<file path="config.mk">
export PLATFORM = sky130hd
export DESIGN_NAME = dskc_regif
export DESIGN_NICKNAME = d
export VERILOG_FILES = /design/src/rtl/dskc_pkg.sv /design/src/rtl/dskc_addr_dec.sv /design/src/rtl/dskc_csr_ctl.sv /design/src/rtl/dskc_data_regs.sv /design/src/rtl/dskc_regif.sv
export SDC_FILE = /design/constraint.sdc
export NUM_CORES = 1
export LEC_CHECK = 0
export ABC_AREA = 0
export BUFFER_PORTS_ARGS = -buffer_cell sky130_fd_sc_hd__buf_2
export CAP_MARGIN = 10
export CORE_MARGIN = 3
export CORE_UTILIZATION = 45
export CTS_CLUSTER_DIAMETER = 50
export DETAILED_ROUTE_END_ITERATION = 7
export GPL_ROUTABILITY_DRIVEN = 0
export GPL_TIMING_DRIVEN = 0
export PLACE_DENSITY = 0.79
export SLEW_MARGIN = 20
export SYNTH_ARGS = -nofsm -noshare
export SYNTH_HDL_FRONTEND = slang
export SYNTH_HIERARCHICAL = 1
export SYNTH_SLANG_ARGS = --single-unit
export TNS_END_PERCENT = 50
</file>
<file path="constraint.sdc">
create_clock -name clk_i -period 4 [get_ports clk_i]
set_input_delay 0.2 -clock clk_i [delete_from_list [all_inputs] [get_ports clk_i]]
set_output_delay 0.2 -clock clk_i [all_outputs]
set_load 0.05 [all_outputs]
</file>
<file path="src/rtl/dskc_pkg.sv">
package dskc_pkg;

  localparam int DW    = 16;
  localparam int FN_W  = 3;
  localparam int IDX_W = 5;

  // word indices inside the window (byte offset / 2)
  localparam logic [IDX_W-1:0] IX_CS = 5'd0;
  localparam logic [IDX_W-1:0] IX_DS = 5'd1;
  localparam logic [IDX_W-1:0] IX_ER = 5'd2;
  localparam logic [IDX_W-1:0] IX_WC = 5'd3;
  localparam logic [IDX_W-1:0] IX_BA = 5'd4;
  localparam logic [IDX_W-1:0] IX_CA = 5'd5;

  // command/status bit positions
  localparam int B_GO   = 0;
  localparam int B_FN   = 1;
  localparam int B_IE   = 6;
  localparam int B_DONE = 7;
  localparam int B_AIE  = 8;

  localparam logic [FN_W-1:0] FN_CTL_RESET = '0;

  typedef struct packed {
    logic            go;
    logic [FN_W-1:0] fn;
    logic            ie;
    logic            aie;
  } cs_wr_t;

  typedef struct packed {
    logic            go;
    logic [FN_W-1:0] fn;
    logic            ie;
    logic            done;
    logic            aie;
  } cs_t;

endpackage

</file>
<file path="src/rtl/dskc_addr_dec.sv">
module dskc_addr_dec
  import dskc_pkg::*;
#(
  parameter int                ADDR_W  = 22,
  parameter logic [ADDR_W-1:0] BASE    = 22'o17776710,
  parameter int                N_WORDS = 20
) (
  input  logic [ADDR_W-1:0] addr_i,
  output logic              hit_o,
  output logic [IDX_W-1:0]  idx_o
);

  localparam logic [ADDR_W-1:0] SPAN = ADDR_W'(2 * N_WORDS);

  logic [ADDR_W-1:0] delta;

  assign delta = addr_i - BASE;
  assign hit_o = (addr_i >= BASE) && (delta < SPAN) && !addr_i[0];
  assign idx_o = delta[IDX_W:1];

endmodule

</file>
<file path="src/rtl/dskc_csr_ctl.sv">
module dskc_csr_ctl
  import dskc_pkg::*;
(
  input  logic   clk_i,
  input  logic   rst_i,
  input  logic   cs_we_i,
  input  cs_wr_t cs_wd_i,
  input  logic   op_done_i,
  input  logic   irq_ack_i,
  input  logic   attn_evt_i,
  input  logic   ds_we_i,
  input  logic   ds_empty_i,
  output cs_t    cs_o,
  output logic   ctl_rst_o,
  output logic   irq_o
);

  cs_t  cs_q;
  logic irq_q;
  logic done_rise;
  logic irq_set;
  logic w1c_drop;

  assign ctl_rst_o = cs_we_i && cs_wd_i.go && (cs_wd_i.fn == FN_CTL_RESET);
  assign done_rise = !cs_we_i && op_done_i && !cs_q.done;
  assign irq_set   = (done_rise && cs_q.ie) || (attn_evt_i && cs_q.aie);
  assign w1c_drop  = ds_we_i && ds_empty_i && cs_q.aie
                     && (!cs_q.ie || !cs_q.done);

  always_ff @(posedge clk_i) begin
    if (rst_i) begin
      cs_q <= '0;
    end else if (ctl_rst_o) begin
      cs_q.go   <= 1'b0;
      cs_q.fn   <= '0;
      cs_q.aie  <= 1'b0;
      cs_q.done <= 1'b1;
    end else if (cs_we_i) begin
      cs_q.fn  <= cs_wd_i.fn;
      cs_q.ie  <= cs_wd_i.ie;
      cs_q.aie <= cs_wd_i.aie;
      if (cs_wd_i.go) begin
        cs_q.go   <= 1'b1;
        cs_q.done <= 1'b0;
      end
    end else if (done_rise) begin
      cs_q.done <= 1'b1;
      cs_q.go   <= 1'b0;
    end
  end

  always_ff @(posedge clk_i) begin
    if (rst_i)                      irq_q <= 1'b0;
    else if (ctl_rst_o)             irq_q <= cs_q.ie;
    else if (irq_set)               irq_q <= 1'b1;
    else if (w1c_drop || irq_ack_i) irq_q <= 1'b0;
  end

  assign cs_o  = cs_q;
  assign irq_o = irq_q;

endmodule

</file>
<file path="src/rtl/dskc_data_regs.sv">
module dskc_data_regs
  import dskc_pkg::*;
#(
  parameter int N_DRV = 8,
  parameter int CYL_W = 8
) (
  input  logic               clk_i,
  input  logic               rst_i,
  input  logic               ctl_rst_i,
  input  logic               we_i,
  input  logic [IDX_W-1:0]   idx_i,
  input  logic [DW-1:0]      wdata_i,
  input  logic [N_DRV-1:0]   attn_set_i,
  input  logic [DW-1:0]      err_set_i,
  input  logic [DW-CYL_W-1:0] cur_cyl_i,
  output logic [DW-1:0]      ds_o,
  output logic [DW-1:0]      er_o,
  output logic [DW-1:0]      wc_o,
  output logic [DW-1:0]      ba_o,
  output logic [DW-1:0]      ca_o,
  output logic               ds_empty_o
);

  logic              clr;
  logic              ds_we;
  logic [N_DRV-1:0]  attn_q;
  logic [N_DRV-1:0]  attn_d;
  logic [DW-1:0]     er_q;
  logic [DW-1:0]     wc_q;
  logic [DW-1:0]     ba_q;
  logic [CYL_W-1:0]  ca_q;

  assign clr   = rst_i || ctl_rst_i;
  assign ds_we = we_i && (idx_i == IX_DS);

  for (genvar g = 0; g < N_DRV; g++) begin : g_drv
    assign attn_d[g] = attn_set_i[g] | (attn_q[g] & ~(ds_we & wdata_i[g]));
    always_ff @(posedge clk_i) begin
      if (clr) attn_q[g] <= 1'b0;
      else     attn_q[g] <= attn_d[g];
    end
  end

  assign ds_empty_o = (attn_d == '0);

  always_ff @(posedge clk_i) begin
    if (clr) begin
      er_q <= '0;
      wc_q <= '0;
      ba_q <= '0;
      ca_q <= '0;
    end else begin
      er_q <= er_q | err_set_i;
      if (we_i && idx_i == IX_WC) wc_q <= wdata_i;
      if (we_i && idx_i == IX_BA) ba_q <= wdata_i;
      if (we_i && idx_i == IX_CA) ca_q <= wdata_i[CYL_W-1:0];
    end
  end

  assign ds_o = DW'(attn_q);
  assign er_o = er_q;
  assign wc_o = wc_q;
  assign ba_o = ba_q;
  assign ca_o = {cur_cyl_i, ca_q};

endmodule

</file>
<file path="src/rtl/dskc_regif.sv">
module dskc_regif
  import dskc_pkg::*;
#(
  parameter int                ADDR_W  = 22,
  parameter logic [ADDR_W-1:0] BASE    = 22'o17776710,
  parameter int                N_WORDS = 20,
  parameter int                N_DRV   = 8,
  parameter int                CYL_W   = 8
) (
  input  logic                clk_i,
  input  logic                rst_i,
  input  logic [ADDR_W-1:0]   bus_addr_i,
  input  logic                bus_rd_i,
  input  logic                bus_wr_i,
  input  logic [DW-1:0]       bus_wdata_i,
  output logic [DW-1:0]       bus_rdata_o,
  output logic                bus_sel_o,
  input  logic                op_done_i,
  input  logic [N_DRV-1:0]    attn_set_i,
  input  logic [DW-1:0]       err_set_i,
  input  logic [DW-CYL_W-1:0] cur_cyl_i,
  input  logic                irq_ack_i,
  output logic                irq_o
);

  logic             hit;
  logic [IDX_W-1:0] idx;
  logic             wr_en;
  logic             cs_we;
  logic             ds_we;
  logic             ds_empty;
  logic             ctl_rst;
  cs_wr_t           cs_wd;
  cs_t              cs_w;
  logic [DW-1:0]    cs_word;
  logic [DW-1:0]    ds_w, er_w, wc_w, ba_w, ca_w;
  logic [DW-1:0]    rd_mux;
  logic [DW-1:0]    rdata_q;
  logic             sel_q;

  dskc_addr_dec #(
    .ADDR_W (ADDR_W),
    .BASE   (BASE),
    .N_WORDS(N_WORDS)
  ) u_dec (
    .addr_i(bus_addr_i),
    .hit_o (hit),
    .idx_o (idx)
  );

  assign wr_en = hit && bus_wr_i;
  assign cs_we = wr_en && (idx == IX_CS);
  assign ds_we = wr_en && (idx == IX_DS);

  assign cs_wd.go  = bus_wdata_i[B_GO];
  assign cs_wd.fn  = bus_wdata_i[B_FN +: FN_W];
  assign cs_wd.ie  = bus_wdata_i[B_IE];
  assign cs_wd.aie = bus_wdata_i[B_AIE];

  dskc_csr_ctl u_csr (
    .clk_i     (clk_i),
    .rst_i     (rst_i),
    .cs_we_i   (cs_we),
    .cs_wd_i   (cs_wd),
    .op_done_i (op_done_i),
    .irq_ack_i (irq_ack_i),
    .attn_evt_i(|attn_set_i),
    .ds_we_i   (ds_we),
    .ds_empty_i(ds_empty),
    .cs_o      (cs_w),
    .ctl_rst_o (ctl_rst),
    .irq_o     (irq_o)
  );

  dskc_data_regs #(
    .N_DRV(N_DRV),
    .CYL_W(CYL_W)
  ) u_data (
    .clk_i     (clk_i),
    .rst_i     (rst_i),
    .ctl_rst_i (ctl_rst),
    .we_i      (wr_en),
    .idx_i     (idx),
    .wdata_i   (bus_wdata_i),
    .attn_set_i(attn_set_i),
    .err_set_i (err_set_i),
    .cur_cyl_i (cur_cyl_i),
    .ds_o      (ds_w),
    .er_o      (er_w),
    .wc_o      (wc_w),
    .ba_o      (ba_w),
    .ca_o      (ca_w),
    .ds_empty_o(ds_empty)
  );

  always_comb begin
    cs_word                  = '0;
    cs_word[B_GO]            = cs_w.go;
    cs_word[B_FN +: FN_W]    = cs_w.fn;
    cs_word[B_IE]            = cs_w.ie;
    cs_word[B_DONE]          = cs_w.done;
    cs_word[B_AIE]           = cs_w.aie;
  end

  always_comb begin
    case (idx)
      IX_CS:   rd_mux = cs_word;
      IX_DS:   rd_mux = ds_w;
      IX_ER:   rd_mux = er_w;
      IX_WC:   rd_mux = wc_w;
      IX_BA:   rd_mux = ba_w;
      IX_CA:   rd_mux = ca_w;
      default: rd_mux = '0;
    endcase
  end

  always_ff @(posedge clk_i) begin
    if (rst_i) begin
      rdata_q <= '0;
      sel_q   <= 1'b0;
    end else begin
      sel_q   <= hit && (bus_rd_i || bus_wr_i);
      rdata_q <= (hit && bus_rd_i) ? rd_mux : '0;
    end
  end

  assign bus_rdata_o = rdata_q;
  assign bus_sel_o   = sel_q;

endmodule

</file>
==> results of run 1 <==
## area by class of cell
| type | count | area share |
|---|---|---|
| clock buffer | 9 | 0.0239 |
| inverter | 6 | 0.00435 |
| buffer | 45 | 0.0616 |
| timing repair buffer | 83 | 0.0802 |
| clock inverter | 7 | 0.0229 |
| tap | 129 | 0.0311 |
| multi-input combinational | 326 | 0.432 |
| sequential | 89 | 0.344 |
## path summary, 6_finish.rpt
path | from | end | slack (ns) | cells past startpoint
setup / recovery | bus_addr_i[3] | u_data/ca_q[0] | 0.15 | 17
setup reg to reg | u_data/ds_o[4] | u_csr/irq_o | 2.40 | 7
hold reg to reg | u_data/wc_o[2] | u_data/wc_o[2] | 0.46 | 2
hold / removal | err_set_i[2] | u_data/er_o[2] | 0.05 | 3
## worst min-delay path, delay by kind of cell
family                 cells  cell delay, ns
AND/OR/NAND/NOR            2            0.09
buffers and inverters      1            0.07
## per-stage QoR
step	instance area, sq um	hold WS, ns	instances
final	5180	0.0481	694
after global routing	5180	0.0309	694
after CTS	5170	0.0304	694
after detailed placement	4930	0.414	678
after global placement	4930	0.407	678
after floorplan	4350	0.276	466
## per-layer routing
layer,part of all wire,global-route usage
met1,0.43,0.269
met5,0,0
met4,0.018,0.0836
met2,0.48,0.349
met3,0.066,0.0441
## cells in the mapped netlist (4+ instances only)
cell type   n  area share
nor3b_1     8       0.014
nor4_1      4      0.0058
a21oi_1    26       0.030
mux2i_1    61        0.14
nand2_2    10       0.014
nor2_1     74       0.064
a21oi_2    14       0.028
buf_6       4       0.010
o22a_1     10       0.020
mux2_2      7       0.018
clkbuf_1   12       0.010
nand4b_1    4      0.0081
buf_2       6      0.0069
nand3b_1   12       0.021
buf_4      19       0.033
nand2_1    34       0.030
inv_1       5      0.0043
dfxtp_1    89        0.41
o21ai_0     4      0.0046
o22a_2      6       0.014
## power by group through the flow
stage / combinational, mW / clock (mW) / sequential, mW
final: 0.194 / 0.740 / 0.914
after global routing: 0.209 / 0.797 / 0.917
after CTS: 0.189 / 0.751 / 0.914
after detailed placement: 0.188 / 0 / 0.935
after global placement: 0.181 / 0 / 0.934
after floorplan: 0.114 / 0 / 0.931
## kinds of logic (layout without fill, tap and decap cells)
family,after synthesis,after routing,synth area share
AOI/OAI and AO/OA,76,76,0.128
buffers and inverters,51,150,0.0784
adders and majority gates,1,1,0.00289
other,1,8,0.000867
DFF,89,89,0.412
xor gates and xnor gates,1,1,0.00203
muxes,68,68,0.159
and+or+nand+nor,172,172,0.216
## layout by cell type, fill, tap and decap left out, types with 12 or more instances in the layout
cell type / n
dfxtp_1: 89
buf_4: 19
a21oi_2: 14
nand3b_1: 12
nor2_1: 74
buf_2: 89
a21oi_1: 26
mux2i_1: 61
nand2_1: 34
## flip-flops by register name, summed over array words and instances (netlist names)
register     flops
bus_rdata_o     16
u_data/ba_o     16
u_data/er_o     16
u_data/wc_o     16
u_data/ca_q      8
u_data/ds_o      8
u_csr/cs_o       7
bus_sel_o        1
u_csr/irq_o      1
==> results.tsv, run 1 <==
metric	value	unit
H-tree levels	3	
setup_tns	0	ns
fin util	0.558	
CTS clk-pin slew, worst paths	0.08	ns
Crit path arrival time	4.08	ns
Post-synth EDFFs	0	
Num CTS Buffers	9	
Worst Hold Class	input pin to register	
WL/cell	16.5	um
Final setup viols	0	
hold_buf cts	0	
Top delay family on crit path	simple AND/OR/NAND/NOR gates	
crit path kind	input pin to register	
worst vdd ir	0.241	mV
vias in the first global route	3642	
PD cells	357	nW/um^2
pin count of the biggest net entering global routing	16	
die span in y	104	um
synthesized area per cell	9.42	sq um
Syn. warnings	6	
sequential fraction of the synthesis area	0.412	
fill count	848	
PnR worst setup slack	0.147	ns
CP bufs+invs	6	
worst slack, placed	-0.199	ns
worst-margin pin slew	1.00	ns
Main synth FF type	dfxtp_1	
DRC Markers	0	
Antenna diodes	0	
P_int	1.40	mW
crit path capture type	register	
CTS tree	yes	
Logic pwr share	0.105	
vias per inst	5.32	
total power draw	1.85	mW
FF+latch count, synth	89	
Nets	637	
slowest stage cell, crit path	nor4b_4	
Final Hold Fails	0	
clk sink count	89	
post-synthesis cell area	4330	sq um
worst-path cell chain	buf_2 > inv_1 > ha_1 > xor2_1 > o21ai_0 > nand2_1 > a211oi_2 > and2_1 > nand2_1 > nor2_1 > buf_6 > inv_2 > nor4b_4 > or2_2 > clkbuf_1 > buf_1 > nor2_1	
Final Max Tran Viols	0	
cts repair resizes	0	
number of DRC markers in iteration 0	238	
DP HPWL	8.39	mm
All-Layer GR Usage	0.211	
clk buf depth	2	
die area	10800	sq um
Switching Share	0.240	
Synth cell types	54	
Synth Instances	459	
global-route wire length before repair	18.5	mm
clock network fraction of total power	0.400	
fmax	260	MHz
input/output buffers	83	
final WL	11.4	mm
RSZ-0062 raised after global routing	yes	
Post-synth ARST share	0	
clk_skew	0.00897	ns
Worst path max stage delay	0.62	ns
run status	finished, final reports clean	
proportion of layout cells with a drive suffix above 1	0.320	
root buffer cell	clkbuf_8	
Die W	104	um
# rows	35	
Initial Util	0.466	
Tmin final	3.85	ns
crit path launch type	input pin	
Worst Path Max Fanout	12	
net switching power	444	uW
antenna violation net count after detailed routing	0	
period utilization	0.963	
multi-input logic area	2240	sq um
setup repair bufs after CTS	0	
Lkg Pwr	2.10	nW
Max-Cap Viols	0	
Worst EP required	4.22	ns
IO Count	94	
vias	3690	
Max-slew headroom	0.329	
core area	9280	sq um
initial antenna violation count	0	
total grt overflow	0	
Reg area	1780	sq um
total iterations of the first detailed-routing run	5	
area grow syn2layout	19.8	%
Clock Latency Late Sink	0.36	ns
Reg power frac	0.495	
(Power assumes the default switching activity.)
==> run 2: changes to the inputs <==
--- a/config.mk
+++ b/config.mk
@@ -5,7 +5,7 @@
 export SDC_FILE = /design/constraint.sdc
 export NUM_CORES = 1
 export LEC_CHECK = 0
-export ABC_AREA = 0
+export ABC_AREA = 1
 export BUFFER_PORTS_ARGS = -buffer_cell sky130_fd_sc_hd__buf_2
 export CAP_MARGIN = 10
 export CORE_MARGIN = 3
==> run 2 against run 1 <==
  * Synthesized cell count grew 40%
  * Routed wire length rose by 4.8%
  * Non-clock buffer count shrank 5
  * Die area grew 3.1%
  * Critical path depth grew 3
  * Clock skew rose by 0.0023 ns
  * Highest routed layer unchanged
==> results.tsv, run 2 <==
metric	value	unit	change
run status	finished, final reports clean		unchanged
total power draw	1.68	mW	was 1.85 mW
die area	11200	sq um	was 10800 sq um
Synth Instances	643		was 459
Tmin final	2.84	ns	was 3.85 ns
Worst path max stage delay	0.45	ns	was 0.62 ns
number of DRC markers in iteration 0	347		was 238
die span in y	106	um	was 104 um
post-synthesis cell area	4470	sq um	was 4330 sq um
clk buf depth	2		unchanged
hold_buf cts	0		unchanged
proportion of layout cells with a drive suffix above 1	0.218		was 0.320
fmax	352	MHz	was 260 MHz
setup_tns	0	ns	unchanged
Post-synth EDFFs	0		unchanged
antenna violation net count after detailed routing	0		unchanged
sequential fraction of the synthesis area	0.399		was 0.412
Num CTS Buffers	9		unchanged
global-route wire length before repair	19.4	mm	was 18.5 mm
clk_skew	0.0113	ns	was 0.00897 ns
crit path kind	input pin to register		unchanged
total grt overflow	0		unchanged
share of the synthesized area in the top cell type	0.399		was 0.412
Final setup viols	0		unchanged
fill count	934		was 848
hold path start	rst_i		was err_set_i[2]
final WL	12.0	mm	was 11.4 mm
crit path to	u_data/wc_o[14]		was u_data/ca_q[0]
Worst Hold Slack	0.0562	ns	was 0.0481 ns
DRC Markers	0		unchanged
commonest non-fill, non-tap cells in the layout	nand2_1, nor2_1, dfxtp_1, buf_2, inv_1		was buf_2, dfxtp_1, nor2_1, mux2i_1, nand2_1
All-Layer GR Usage	0.215		was 0.211
reg2reg start	u_data/ds_o[1]		was u_data/ds_o[4]
WL/cell	13.7	um	was 16.5 um
synth top area cells	dfxtp_1, nand2_1, nor2_1, nand3_1, a21oi_1		was dfxtp_1, mux2i_1, nor2_1, buf_4, a21oi_1
Non-Filler Instances	878		was 694
Worst EP required	4.22	ns	about the same
flop-to-flop setup slack	2.75	ns	was 2.40 ns
RR Endpoint	u_csr/irq_o		unchanged
root buffer cell	clkbuf_8		unchanged
Initial Util	0.472		was 0.466
vias in the first global route	4216		was 3642
Antenna diodes	0		unchanged
Switching Share	0.283		was 0.240
most common cell after layout, fill and taps aside	nand2_1		
Max-slew headroom	0.637		was 0.329
worst vdd ir	0.193	mV	was 0.241 mV
cts repair resizes	0		unchanged
input/output buffers	83		unchanged
vias	4398		was 3690
Logic pwr share	0.112		was 0.105
Max-Cap Viols	0		unchanged
CTS tree	yes		unchanged
IO Count	94		unchanged
Syn. warnings	6		unchanged
Worst Path Max Fanout	10		was 12
Yosys top cell by area	dfxtp_1		unchanged
clk sink count	89		unchanged
Crit path arrival time	3.06	ns	was 4.08 ns
Main synth FF type	dfxtp_1		unchanged
Post-synth ARST share	0		unchanged
synthesized area per cell	6.95	sq um	was 9.42 sq um
RSZ-0062 raised after global routing	no		was yes
initial antenna violation count	0		unchanged
core area	9460	sq um	was 9280 sq um
Synth top cells by count	nand2_1, nor2_1, dfxtp_1, inv_1, nand3_1		was dfxtp_1, nor2_1, mux2i_1, nand2_1, a21oi_1
Reg2Reg Depth	10		was 7
# rows	35		unchanged
Reg power frac	0.543		was 0.495
FF+latch count, synth	89		unchanged
Reg area	1780	sq um	unchanged
H-tree levels	3		unchanged
Post-Place Cell Area	5070	sq um	was 4930 sq um
crit-path most repeated cell	nand2_4		
crit path capture type	register		unchanged
crit path launch type	input pin		unchanged
design area	5260	sq um	was 5180 sq um
Die W	106	um	was 104 um
Worst Hold Class	input pin to register		unchanged
Lkg Pwr	2.41	nW	was 2.10 nW
multi-input logic area	2210	sq um	was 2240 sq um
Nets	821		was 637
placed cells	862		was 678
clock network fraction of total power	0.346		was 0.400
total iterations of the first detailed-routing run	6		was 5
area grow syn2layout	17.6	%	was 19.8%
Clock Latency Late Sink	0.36	ns	about the same
PD cells	320	nW/um^2	was 357 nW/um^2
Final Hold Fails	0		unchanged
DP HPWL	9.39	mm	was 8.39 mm
Final Max Tran Viols	0		unchanged
slowest stage cell, crit path	buf_1		was nor4b_4
vias per inst	5.01		was 5.32
P_int	1.21	mW	was 1.40 mW
period utilization	0.710		was 0.963
worst-margin pin slew	0.544	ns	was 1.00 ns
CP Launch Point	bus_addr_i[3]		unchanged
setup repair bufs after CTS	0		unchanged
pin count of the biggest net entering global routing	18		was 16
most numerous cell in the Yosys netlist	nand2_1		was dfxtp_1
net switching power	476	uW	was 444 uW
Synth cell types	35		was 54
worst-path cell chain	buf_2 > inv_1 > ha_1 > nand2_4 > nand3b_1 > nand3_1 > nor2_1 > nand2_1 > nor2_1 > nand2_1 > nor3_1 > buf_6 > nand2_4 > nor2_4 > nand2_4 > inv_1 > or2_2 > buf_2 > buf_1 > a211oi_1		was buf_2 > inv_1 > ha_1 > xor2_1 > o21ai_0 > nand2_1 > a211oi_2 > and2_1 > nand2_1 > nor2_1 > buf_6 > inv_2 > nor4b_4 > or2_2 > clkbuf_1 > buf_1 > nor2_1
CTS clk-pin slew, worst paths	0.10	ns	was 0.08 ns
-- run 2: cell types whose count changed in the layout (fill, tap and decap cells not counted), moves of 10 or more --
cell      delta
a211oi_1    +12
a21oi_1     +20
a21oi_2     -12
inv_1       +49
mux2i_1     -61
nand2_1    +148
nand3_1     +44
nand4_1     +30
nor2_1      +16
o22a_1      -10
-- run 2: worst min-delay path by stage --
stage                     slack, ns  cells after the start              end
after global placement         0.42                      3  u_data/er_o[11]
final                          0.06                      2    u_csr/cs_o[2]
after floorplan                0.27                      1        bus_sel_o
after global routing           0.06                      3   u_data/er_o[4]
after CTS                      0.05                      2    u_csr/cs_o[2]
after detailed placement       0.43                      3  u_data/er_o[13]
-- run 2: critical path, delay by kind of cell --
kind,cells,cell delay [ns]
adders and majority gates,1,0.26
and+or+nand+nor,12,1.29
buffers and inverters,6,1.17
AOI/OAI and AO/OA,1,0.11
-- run 2: cell type report --
type                            instances  share of cell area
Sequential cell                        89               0.339
Tap cell                              129              0.0307
Multi-Input combinational cell        460               0.420
Timing Repair Buffer                   83              0.0790
Inverter                               61              0.0440
Clock buffer                            9              0.0236
Buffer                                 40              0.0517
Clock inverter                          7              0.0117
-- run 2: per-layer routing --
metal  track usage  share of wire
met4        0.0990          0.030
met2         0.352           0.47
met3        0.0312          0.059
met1         0.279           0.44
met5             0              0
-- run 2: per-stage QoR --
step / setup WS, ns / utilization
4_1_cts: 1.17 / 0.556
3_5_place_dp: 0.789 / 0.536
6_report: 1.16 / 0.556
3_3_place_gp: 0.890 / 0.536
2_1_floorplan: 1.45 / -
5_1_grt: 0.745 / 0.556
-- run 2: power groups by stage --
stage	sequential, mW	combinational (mW)	clock, mW
floorplan	0.931	0.114	0
global placement	0.934	0.180	0
detailed placement	0.934	0.185	0
CTS	0.914	0.186	0.593
global route	0.916	0.210	0.627
finish	0.914	0.188	0.582
-- run 2: kinds of logic after synthesis --
logic type	count (synthesis)	synth area share
adder cells (fa/ha/maj)	1	0.00280
AND/OR/NAND/NOR	385	0.398
flip-flops	89	0.399
buffers and inverters	101	0.113
AO/OA/AOI/OAI	66	0.0874
other	1	0.000839
